$ cat src/rtl/pdseq_pkg.sv
// Package: shared state encoding for the power-down sequencer.
// Assumes: one controller instance owns the state register.
package pdseq_pkg;
    typedef enum logic [2:0] {
        S_RUN     = 3'd0,
        S_PARK    = 3'd1,
        S_HOLD    = 3'd2,
        S_VCO_OFF = 3'd3,
        S_SLEEP   = 3'd4,
        S_XTAL_ON = 3'd5,
        S_STAB    = 3'd6
    } seq_state_t;
endpackage

$ cat src/rtl/pdseq_sync.sv
// Module: brings the asynchronous active-low request into the clk domain
// through a STAGES-deep flop chain and presents it active-high.
// Assumes: STAGES >= 2; the chain resets to the "no request" level.
module pdseq_sync #(
    parameter int STAGES = 2
) (
    input  logic clk,
    input  logic rst_n,
    input  logic async_req_n,
    output logic req
);
    logic [STAGES-1:0] chain;

    // First stage captures the raw pin.
    always_ff @(posedge clk) begin
        if (!rst_n) chain[0] <= 1'b1;
        else        chain[0] <= async_req_n;
    end

    generate
        for (genvar i = 1; i < STAGES; i++) begin : g_stage
            // Each further stage resolves metastability of the one before.
            always_ff @(posedge clk) begin
                if (!rst_n) chain[i] <= 1'b1;
                else        chain[i] <= chain[i-1];
            end
        end
    endgenerate

    assign req = ~chain[STAGES-1];
endmodule

$ cat src/rtl/pdseq_core_gate.sv
// Module: falling-edge gate enable for the core clock group, so the
// gated clock stops and restarts only while clk is low.
// Assumes: gate_req comes from rising-edge logic in the same domain.
module pdseq_core_gate (
    input  logic clk,
    input  logic rst_n,
    input  logic gate_req,
    output logic gate_en,
    output logic gated_clk
);
    // Update the enable on the falling edge only.
    always_ff @(negedge clk) begin
        if (!rst_n) gate_en <= 1'b1;
        else        gate_en <= gate_req;
    end

    assign gated_clk = clk & gate_en;
endmodule

$ cat src/rtl/pdseq_ref_gate.sv
// Module: models the free-running reference clock as a divided square wave
// (REF_HALF clk cycles per phase) and gates it only in its low phase.
// Assumes: the divider runs only while the crystal is enabled.
module pdseq_ref_gate #(
    parameter int REF_HALF = 3
) (
    input  logic clk,
    input  logic rst_n,
    input  logic osc_run,
    input  logic gate_req,
    output logic gate_en,
    output logic ref_clk
);
    localparam int CW = $clog2(REF_HALF + 1);

    logic [CW-1:0] cnt, cnt_nxt;
    logic          ph, ph_nxt, wrap;

    // Next divider count and phase; both park at zero with the crystal off.
    always_comb begin
        wrap    = (cnt == CW'(REF_HALF - 1));
        cnt_nxt = osc_run ? (wrap ? '0 : cnt + 1'b1) : '0;
        ph_nxt  = osc_run ? (wrap ? ~ph : ph) : 1'b0;
    end

    // Divider state and a gate that may change only when the next phase is low.
    always_ff @(posedge clk) begin
        if (!rst_n) begin
            cnt     <= '0;
            ph      <= 1'b0;
            gate_en <= 1'b1;
        end else begin
            cnt <= cnt_nxt;
            ph  <= ph_nxt;
            if (!ph_nxt) gate_en <= gate_req;
        end
    end

    assign ref_clk = ph & gate_en;
endmodule

$ cat src/rtl/pdseq_ctrl.sv
// Module: shutdown / restart state machine. Shutdown: close gates, wait
// for both to be parked plus GATE_LAT cycles, drop VCO, then crystal.
// Restart: crystal, VCO, STAB_CYCLES wait, reopen gates.
// Assumes: GATE_LAT >= 1, STAB_CYCLES >= 1; a release is honoured only
// from the sleep state, so a started shutdown always completes.
module pdseq_ctrl
    import pdseq_pkg::*;
#(
    parameter int GATE_LAT    = 2,
    parameter int STAB_CYCLES = 20
) (
    input  logic clk,
    input  logic rst_n,
    input  logic pd_req,
    input  logic gates_parked,
    output logic gate_req,
    output logic vco_en,
    output logic xtal_en
);
    localparam int MAXC = (GATE_LAT > STAB_CYCLES) ? GATE_LAT : STAB_CYCLES;
    localparam int CW   = $clog2(MAXC + 1);

    seq_state_t    state;
    logic [CW-1:0] cnt;

    // Sequence state, wait counter and registered enables.
    always_ff @(posedge clk) begin
        if (!rst_n) begin
            state    <= S_RUN;
            cnt      <= '0;
            gate_req <= 1'b1;
            vco_en   <= 1'b1;
            xtal_en  <= 1'b1;
        end else begin
            case (state)
                S_RUN: begin
                    if (pd_req) begin
                        gate_req <= 1'b0;
                        state    <= S_PARK;
                    end
                end
                S_PARK: begin
                    if (gates_parked) begin
                        cnt   <= '0;
                        state <= S_HOLD;
                    end
                end
                S_HOLD: begin
                    if (cnt == CW'(GATE_LAT - 1)) begin
                        vco_en <= 1'b0;
                        state  <= S_VCO_OFF;
                    end else begin
                        cnt <= cnt + 1'b1;
                    end
                end
                S_VCO_OFF: begin
                    xtal_en <= 1'b0;
                    state   <= S_SLEEP;
                end
                S_SLEEP: begin
                    if (!pd_req) begin
                        xtal_en <= 1'b1;
                        state   <= S_XTAL_ON;
                    end
                end
                S_XTAL_ON: begin
                    vco_en <= 1'b1;
                    cnt    <= '0;
                    state  <= S_STAB;
                end
                S_STAB: begin
                    if (cnt == CW'(STAB_CYCLES - 1)) begin
                        gate_req <= 1'b1;
                        state    <= S_RUN;
                    end else begin
                        cnt <= cnt + 1'b1;
                    end
                end
                default: state <= S_RUN;
            endcase
        end
    end
endmodule

$ cat src/rtl/pd_clock_sequencer.sv
// Module: top of the power-down clock sequencer. Synchronizes the request,
// runs the shutdown/restart controller and drives the two gated groups.
// Assumes: clk is the internal CPU clock; reset is synchronous, active low.
module pd_clock_sequencer #(
    parameter int SYNC_STAGES = 2,
    parameter int GATE_LAT    = 2,
    parameter int STAB_CYCLES = 20,
    parameter int REF_HALF    = 3
) (
    input  logic clk,
    input  logic rst_n,
    input  logic pd_req_n,
    output logic core_clk_o,
    output logic ref_clk_o,
    output logic core_gate_en,
    output logic ref_gate_en,
    output logic vco_en,
    output logic xtal_en
);
    logic pd_req;
    logic gate_req;
    logic gates_parked;

    assign gates_parked = ~core_gate_en & ~ref_gate_en;

    pdseq_sync #(.STAGES(SYNC_STAGES)) u_sync (
        .clk         (clk),
        .rst_n       (rst_n),
        .async_req_n (pd_req_n),
        .req         (pd_req)
    );

    pdseq_ctrl #(.GATE_LAT(GATE_LAT), .STAB_CYCLES(STAB_CYCLES)) u_ctrl (
        .clk          (clk),
        .rst_n        (rst_n),
        .pd_req       (pd_req),
        .gates_parked (gates_parked),
        .gate_req     (gate_req),
        .vco_en       (vco_en),
        .xtal_en      (xtal_en)
    );

    pdseq_core_gate u_core (
        .clk       (clk),
        .rst_n     (rst_n),
        .gate_req  (gate_req),
        .gate_en   (core_gate_en),
        .gated_clk (core_clk_o)
    );

    pdseq_ref_gate #(.REF_HALF(REF_HALF)) u_ref (
        .clk      (clk),
        .rst_n    (rst_n),
        .osc_run  (xtal_en),
        .gate_req (gate_req),
        .gate_en  (ref_gate_en),
        .ref_clk  (ref_clk_o)
    );
endmodule

$ cat config.mk
export PLATFORM = sky130hd
export DESIGN_NAME = pd_clock_sequencer
export DESIGN_NICKNAME = d
export VERILOG_FILES = /design/src/rtl/pdseq_pkg.sv /design/src/rtl/pdseq_sync.sv /design/src/rtl/pdseq_core_gate.sv /design/src/rtl/pdseq_ref_gate.sv /design/src/rtl/pdseq_ctrl.sv /design/src/rtl/pd_clock_sequencer.sv
export SDC_FILE = /design/constraint.sdc
export NUM_CORES = 1
export LEC_CHECK = 0
export ABC_AREA = 1
export CAP_MARGIN = 20
export CORE_MARGIN = 2
export CORE_UTILIZATION = 59
export DETAILED_ROUTE_END_ITERATION = 7
export GPL_TIMING_DRIVEN = 0
export PLACE_DENSITY_LB_ADDON = 0.08
export SLEW_MARGIN = 0
export SYNTH_ARGS = -nofsm -noshare
export SYNTH_HDL_FRONTEND = slang
export SYNTH_HIERARCHICAL = 1
export SYNTH_SLANG_ARGS = --single-unit
export TNS_END_PERCENT = 30
$ cat constraint.sdc
create_clock -name clk -period 3.65 [get_ports clk]
set_input_delay 0.5475 -clock clk [delete_from_list [all_inputs] [get_ports clk]]
set_output_delay 0.5475 -clock clk [all_outputs]
set_load 0.01 [all_outputs]
* Word-level counts from Yosys, hierarchy flattened
Index checks and enable logic that the tools add are counted.
** Operators by class
- Multiplexer cells :: 19
- Bitwise gates (word level) :: 8
- Reduce and logical (&&, ||, !) cells :: 11
- Add/sub/neg operators :: 2
- Equality and inequality tests :: 16
** Operators by type and width (number)
- one-hot mux 3 bit (7 select lines) :: 1
- one-hot mux 5 bit (4 select lines) :: 1
- two-way mux 3 bit :: 5
- two-way mux 5 bit :: 3
- != test 2 bit, second input constant :: 5
- equality test 3 bit, second input constant :: 3
- equality test 3 x 2 -> 1 bit, second input constant :: 2
- two-way mux 1 bit :: 6
- one-hot mux 1 bit (2 select lines) :: 3
- nonzero test 2 bit :: 3
- adder 5 x 1 -> 5 bit, second input constant :: 1
- equality test 5 x 1 -> 1 bit, second input constant :: 1
- equality test 5 bit, second input constant :: 1
- NOT 1 bit :: 5
- AND reduction 5 bit :: 1
- != test 2 x 1 -> 1 bit, second input constant :: 2
- AND reduction 2 bit :: 2
- AND reduction 4 bit :: 1
- nonzero test 4 bit :: 1
- AND 1 bit :: 3
- equality test 3 x 1 -> 1 bit, second input constant :: 1
- logical NOT 3 bit :: 1
- AND reduction 3 bit :: 1
- OR reduction 3 bit :: 1
- other kinds (2) :: 2
** Storage, ports and cells
- Word-level logic and storage cells :: 67
- Input port bits :: 3
- Output and inout bits :: 6
- Register bits :: 18

* Depth between registers and ports, before layout
Gate-level depths: netlist (run 1).
- Depth in word-level cells :: 4
- Depth in mapped cells :: 11
- Mapped depth without buffers :: 11

* Cells and area by module
Netlist (run 1), hierarchy kept.
** By module, submodules not included
- pdseq_ctrl :: instances 1, sequential area each 220.2 µm², area each 728.2 µm², cells an instance 117
- pdseq_ref_gate :: instances 1, sequential area each 80.1 µm², area each 162.7 µm², cells an instance 21
- pdseq_sync :: instances 1, sequential area each 40.0 µm², area each 58.8 µm², cells an instance 7
- pdseq_core_gate :: instances 1, sequential area each 20.0 µm², area each 38.8 µm², cells an instance 6
- pd_clock_sequencer :: instances 1, sequential area each 0.0 µm², area each 3.8 µm², cells an instance 1

==> results.ini, run 1 <==
[yosys]
postSynthCellCount=152
syn_nets=158
synth_compound_area_share_pct=8.575
yosys.area_share.xor_xnor_pct=0
synth.cell_area_um2=992.2
yosysWarnings=6
ys_ff_latch=18
synth_top_family_by_area=simple AND/OR/NAND/NOR gates
synth_largest_area_cell=dfxtp_1
ys_async_sr_fraction_pct=0
post-synth-top-area-fraction_pct=36.32
syn_avg_cell_area_um2=6.528
yosysSeqAreaShare_pct=36.32
synthSimpleGateAreaFrac_pct=39.22
synthMuxAreaShare_pct=0
synth_flop_cell=dfxtp_1
synthAdderAreaFrac_pct=3.783
ys_top_cells_by_area=dfxtp_1 36%, nand2_1 14%, inv_1 9.5%
synth_cell_types=21
synth_edf_count=0

[floorplan]
fp.coreArea_mm2=0.001541
die_y_um=45.01
num_rows=14
die_area_mm2=0.002026
pin_count=9
start_util_pct=64.37
die_w_um=45.01

[global_routing]
gr-total-overflow=0
antenna_found_initial=0
grt_pass1_vias=877
grt_use_total_pct=23.57
grt_pass1_wl_mm=3.401
grt_max_degree=12

[placement]
pre_cts_ws_ns=0.3444
gp_congestion=0.8683
place_inst=176
dp_hpwl_mm=1.454
port_buffers=8

[clock_network]
cts_tree=built
path_clk_slew_ns=0.10
postCtsHoldBufs=0
clk_latency_ns=0.46

[final_layout]
area_growth_syn_to_layout_pct=15.89
diodes=0
drive_gt1_share_pct=11.38
layout.nets=174
final_common_cell=nand2_1
most-common-layout-cells=38 x nand2_1, 25 x nor2_1, 25 x inv_1
utilization_pct=74.59
final_cells=183

[timing]
slew_headroom_pct=74.67
clock_skew_ns=0.06334
finalSetupViolations=0
final.setup.worst_slack_ns=0.1568
tightest_slew_ns=0.3788
hold_viol_final=0
rsz0062_at_grt=no
drv_slew=0
tns_ns=0

[setup_path]
setup.worst_path.end=core_clk_o
timing.rr.end=u_ctrl/state[0]
worst-path-max-fanout=3
r2r_cells=8
cp-start-kind=flip-flop
critPathArrivalTime_ns=2.95
crit_path_end_kind=primary output
crit_start=u_core/gate_en
rrSetupSlack_ns=0.58
r2r-start=u_core/gate_en
worstPathRequired_ns=3.10
criticalPathCategory=flip-flop to primary output

[power]
p_sw_w=0.0003260
power_frac_comb_pct=39.2
totalPowerFinal_w=0.0008092
vdd_drop_max_v=0.0004773
p_per_area_mw_per_mm2=703.7
internal-power_w=0.0004832
switching_share_pct=40.29
leakagePower_nw=0.5858
pwr-share-seq_pct=35.9
clkPwrFrac_pct=24.8

[detailed_routing]
viasPerCell=5.213
dr_wl_met2_um=954
top_layer=met4
vias=954
route.met3.wl_um=92
antenna_left=0
drt-total-wl_mm=1.911
m1WireLength_um=819
wl_per_cell_um=10.44
drtIter0Drc=25
drc_errors=0
drtPass1Iterations=4

[status]
outcome=finished, final reports clean

[min_path]
holdCritPathClass=flip-flop to flip-flop

[job]
max_cap_viol_count=0

-- per-stage QoR --
stage | area, um^2 | hold WS [ns]
after global placement | 1092 | 0.3874
after floorplan | 992.2 | 0.3795
after detailed placement | 1092 | 0.3910
after global routing | 1150 | 0.4395
after CTS | 1150 | 0.4168
final | 1150 | 0.4134
-- Yosys cell counts, types with 2 or more instances --
cell type	count
buf_6	2
o21ai_0	4
nor2_1	25
a31oi_1	2
o21bai_1	2
nor4_1	2
inv_1	25
nand2_2	3
ha_1	3
nand3_1	13
a21oi_1	6
nor2_2	2
dfxtp_1	18
nand2_1	38
-- worst max-delay path, stage by stage, from the launching register on --
cell	delay [ns]
dfxtp_2	0.31
nand2_1	0.05
inv_1	0.03
dlygate4sd2_1	0.27
-- metal layers --
| layer | up-vias | track usage, % |
|---|---|---|
| met1 | 413 | 26.98 |
| li1 | 501 | - |
| met4 | 0 | 17.65 |
| met3 | 6 | 6.800 |
| met5 | - | 0 |
| met2 | 34 | 36.86 |
-- repair_timing --
item                       CTS  global route
setup endpoints to repair    3             0
setup buffers                0             0
resized for setup            3             0
-- cell type report --
| class | count | area, um^2 |
|---|---|---|
| well taps | 16 | 20.02 |
| clock buffers | 8 | 67.56 |
| plain buffers | 2 | 22.52 |
| fillers | 130 | 391.6 |
| multi-input cells | 106 | 511.7 |
| inverters | 24 | 90.09 |
| flip-flops and latches | 18 | 361.6 |
| clock inverters | 2 | 7.507 |
| repair buffers | 7 | 68.82 |
-- state kept, by name, indices dropped and copies added (netlist names) --
register,cells
u_core/gate_en,1
u_ctrl/cnt,5
u_ctrl/gate_req,1
u_ctrl/state,3
u_ctrl/vco_en,1
u_ctrl/xtal_en,1
u_ref/cnt,2
u_ref/gate_en,1
u_ref/ph,1
u_sync/chain,2
-- cells by family after synthesis --
logic type | after synthesis
AND/OR/NAND/NOR | 88
buffers and inverters | 28
flip-flops | 18
AO/OA/AOI/OAI | 15
adder cells (fa/ha/maj) | 3
-- worst min path at each step --
stage                               start               to  slack [ns]  cells past startpoint
after floorplan           u_sync/chain[0]  u_sync/chain[1]        0.38                      2
after global placement    u_sync/chain[0]  u_sync/chain[1]        0.39                      2
after detailed placement  u_sync/chain[0]  u_sync/chain[1]        0.39                      2
after CTS                 u_sync/chain[0]  u_sync/chain[1]        0.42                      2
after global routing      u_sync/chain[0]  u_sync/chain[1]        0.44                      2
final                     u_sync/chain[0]  u_sync/chain[1]        0.41                      2
-- power by group through the flow --
stage          logic, W  registers, W  clock network (W)
3_5_place_dp   0.000316      0.000294          0.0000404
3_3_place_gp   0.000305      0.000291          0.0000404
5_1_grt        0.000367      0.000298           0.000225
6_report       0.000317      0.000291           0.000201
4_1_cts        0.000317      0.000290           0.000210
2_1_floorplan  0.000243      0.000288          0.0000192
(Power assumes the default switching activity.)
==> inputs of run 2 (changes only) <==
--- a/config.mk
+++ b/config.mk
@@ -8,7 +8,7 @@
 export ABC_AREA = 1
 export CAP_MARGIN = 20
 export CORE_MARGIN = 2
-export CORE_UTILIZATION = 59
+export CORE_UTILIZATION = 49
 export DETAILED_ROUTE_END_ITERATION = 7
 export GPL_TIMING_DRIVEN = 0
 export PLACE_DENSITY_LB_ADDON = 0.08
==> constraint.sdc (replaced) <==
create_clock -name clk -period 3.1 [get_ports clk]
set_input_delay 0.465 -clock clk [delete_from_list [all_inputs] [get_ports clk]]
set_output_delay 0.465 -clock clk [all_outputs]
set_load 0.01 [all_outputs]
==> run 2 against run 1 <==
Net effect:
- die area up 19%
- first-iteration DRC count fell by 44%
- clock power increased by 16%
- total power rose by 17%
- critical path depth fell by 2
- final area is 0.98% higher
- sequential power up 18%
- worst hold slack worse by 0.0026 ns
- via count up 1.0%
- sequential share of layout area decreased by 0.30 points
- utilization decreased by 15 points
==> results.ini, run 2 (synthesis results as in run 1) <==
[floorplan]
die_y_um=49
pin_count=9
fp.coreArea_mm2=0.001942
start_util_pct=51.10
num_rows=16
die_area_mm2=0.002401
die_w_um=49

[detailed_routing]
drt-total-wl_mm=1.928
dr_wl_met2_um=986
route.met3.wl_um=54
drtIter0Drc=14
viasPerCell=4.969
drc_errors=0
antenna_left=0
drtPass1Iterations=4
vias=964
wl_per_cell_um=9.938
top_layer=met3
m1WireLength_um=887

[setup_path]
worstPathRequired_ns=2.63
criticalPathCategory=flip-flop to primary output
setup.worst_path.end=core_gate_en
r2r-start=u_core/gate_en
slowest_stage=dfxtp_2
worst-path-max-fanout=3
cpPeakStageDelay_ns=0.33
cp.depth=1
crit_start=u_core/gate_en
crit_path_end_kind=primary output
cp-start-kind=flip-flop
critPathArrivalTime_ns=2.56
r2r_cells=8
cp_num_buf_inv=1
path_cells=clkdlybuf4s15_1
cp_top_family=flip-flops
timing.rr.end=u_ctrl/state[2]
rrSetupSlack_ns=0.33

[timing]
clock_skew_ns=0.06405
finalSetupViolations=0
hold_viol_final=0
tns_ns=0
final.setup.worst_slack_ns=0.07084
slew_headroom_pct=72.57
drv_slew=0
rsz0062_at_grt=no
tightest_slew_ns=0.4101

[power]
pwr-share-seq_pct=36.0
switching_share_pct=40.23
clkPwrFrac_pct=24.6
vdd_drop_max_v=0.0005843
leakagePower_nw=0.5860
internal-power_w=0.0005666
p_per_area_mw_per_mm2=816.4
power_frac_comb_pct=39.4
p_sw_w=0.0003814

[final_layout]
layout.nets=174
area_growth_syn_to_layout_pct=17.02
layout.area.seq_um2=361.6
regMostFlops=u_ctrl/cnt
final_common_cell=nand2_1
diodes=0
fillers=217
multi_input_area_um2=511.7
final_area_mm2=0.001161
most-common-layout-cells=38 x nand2_1, 25 x nor2_1, 25 x inv_1
top_regs=u_ctrl/cnt: 5 flops, u_ctrl/state: 3 flops
largest_reg_flops=5
drive_gt1_share_pct=11.98

[placement]
dp_hpwl_mm=1.456
pre_cts_ws_ns=0.1267
dpl-instance-area_mm2=0.001106
port_buffers=8
gp_congestion=0.8262

[global_routing]
antenna_found_initial=0
grt_max_degree=12
grt_pass1_vias=854
gr-total-overflow=0
grt_use_total_pct=18.80
grt_pass1_wl_mm=3.429

[status]
outcome=finished, final reports clean

[job]
max_cap_viol_count=0

[clock_network]
cts_tree=built
postCtsHoldBufs=0
path_clk_slew_ns=0.10
clk_latency_ns=0.46

[min_path]
holdCritPathClass=flip-flop to flip-flop
hold_depth=2

==> run 2: metrics by stage <==
step,utilization (%),instances,hold slack [ns],total power (W)
floorplan,-,152,0.3795,0.0006483
global placement,56.96,187,0.3848,0.0007551
detailed placement,56.96,187,0.3921,0.0007672
CTS,59.73,194,0.4171,0.0009592
global route,59.79,194,0.4361,0.001042
finish,59.79,194,0.4108,0.0009479
==> run 2: how the worst min path moves through the flow <==
stage                                from              end  slack [ns]
final                     u_sync/chain[0]  u_sync/chain[1]        0.41
after global routing      u_sync/chain[0]  u_sync/chain[1]        0.44
after CTS                 u_sync/chain[0]  u_sync/chain[1]        0.42
after detailed placement  u_sync/chain[0]  u_sync/chain[1]        0.39
after global placement    u_sync/chain[0]  u_sync/chain[1]        0.38
after floorplan           u_sync/chain[0]  u_sync/chain[1]        0.38
==> run 2: area by class of cell <==
cell class	instances	share of cell area, %
buffer	2	1.940
clock buffer	8	5.496
clock inverter	2	0.6466
inverter	24	7.759
multi-input combinational	106	44.07
sequential	18	31.14
tap	27	2.909
timing repair buffer	7	6.035
==> run 2: routing by layer <==
metal / vias to the layer above / GRT usage (%)
met5: - / 0
met4: 0 / 13.33
met3: 0 / 3.988
met2: 23 / 29.91
met1: 436 / 22.48
li1: 505 / -
==> run 2: power groups by stage <==
stage          Combinational [W]  Sequential [W]  Clock (W)
6_report                0.000373        0.000342   0.000233
3_5_place_dp            0.000373        0.000347  0.0000476
2_1_floorplan           0.000287        0.000339  0.0000226
5_1_grt                 0.000430        0.000352   0.000260
4_1_cts                 0.000374        0.000342   0.000243
3_3_place_gp            0.000363        0.000344  0.0000476
==> run 2: what timing repair did <==
action	CTS	global route
endpoints found under the setup margin	3	1
cloned	0	0
buffers inserted	0	0
gates resized for setup	6	1
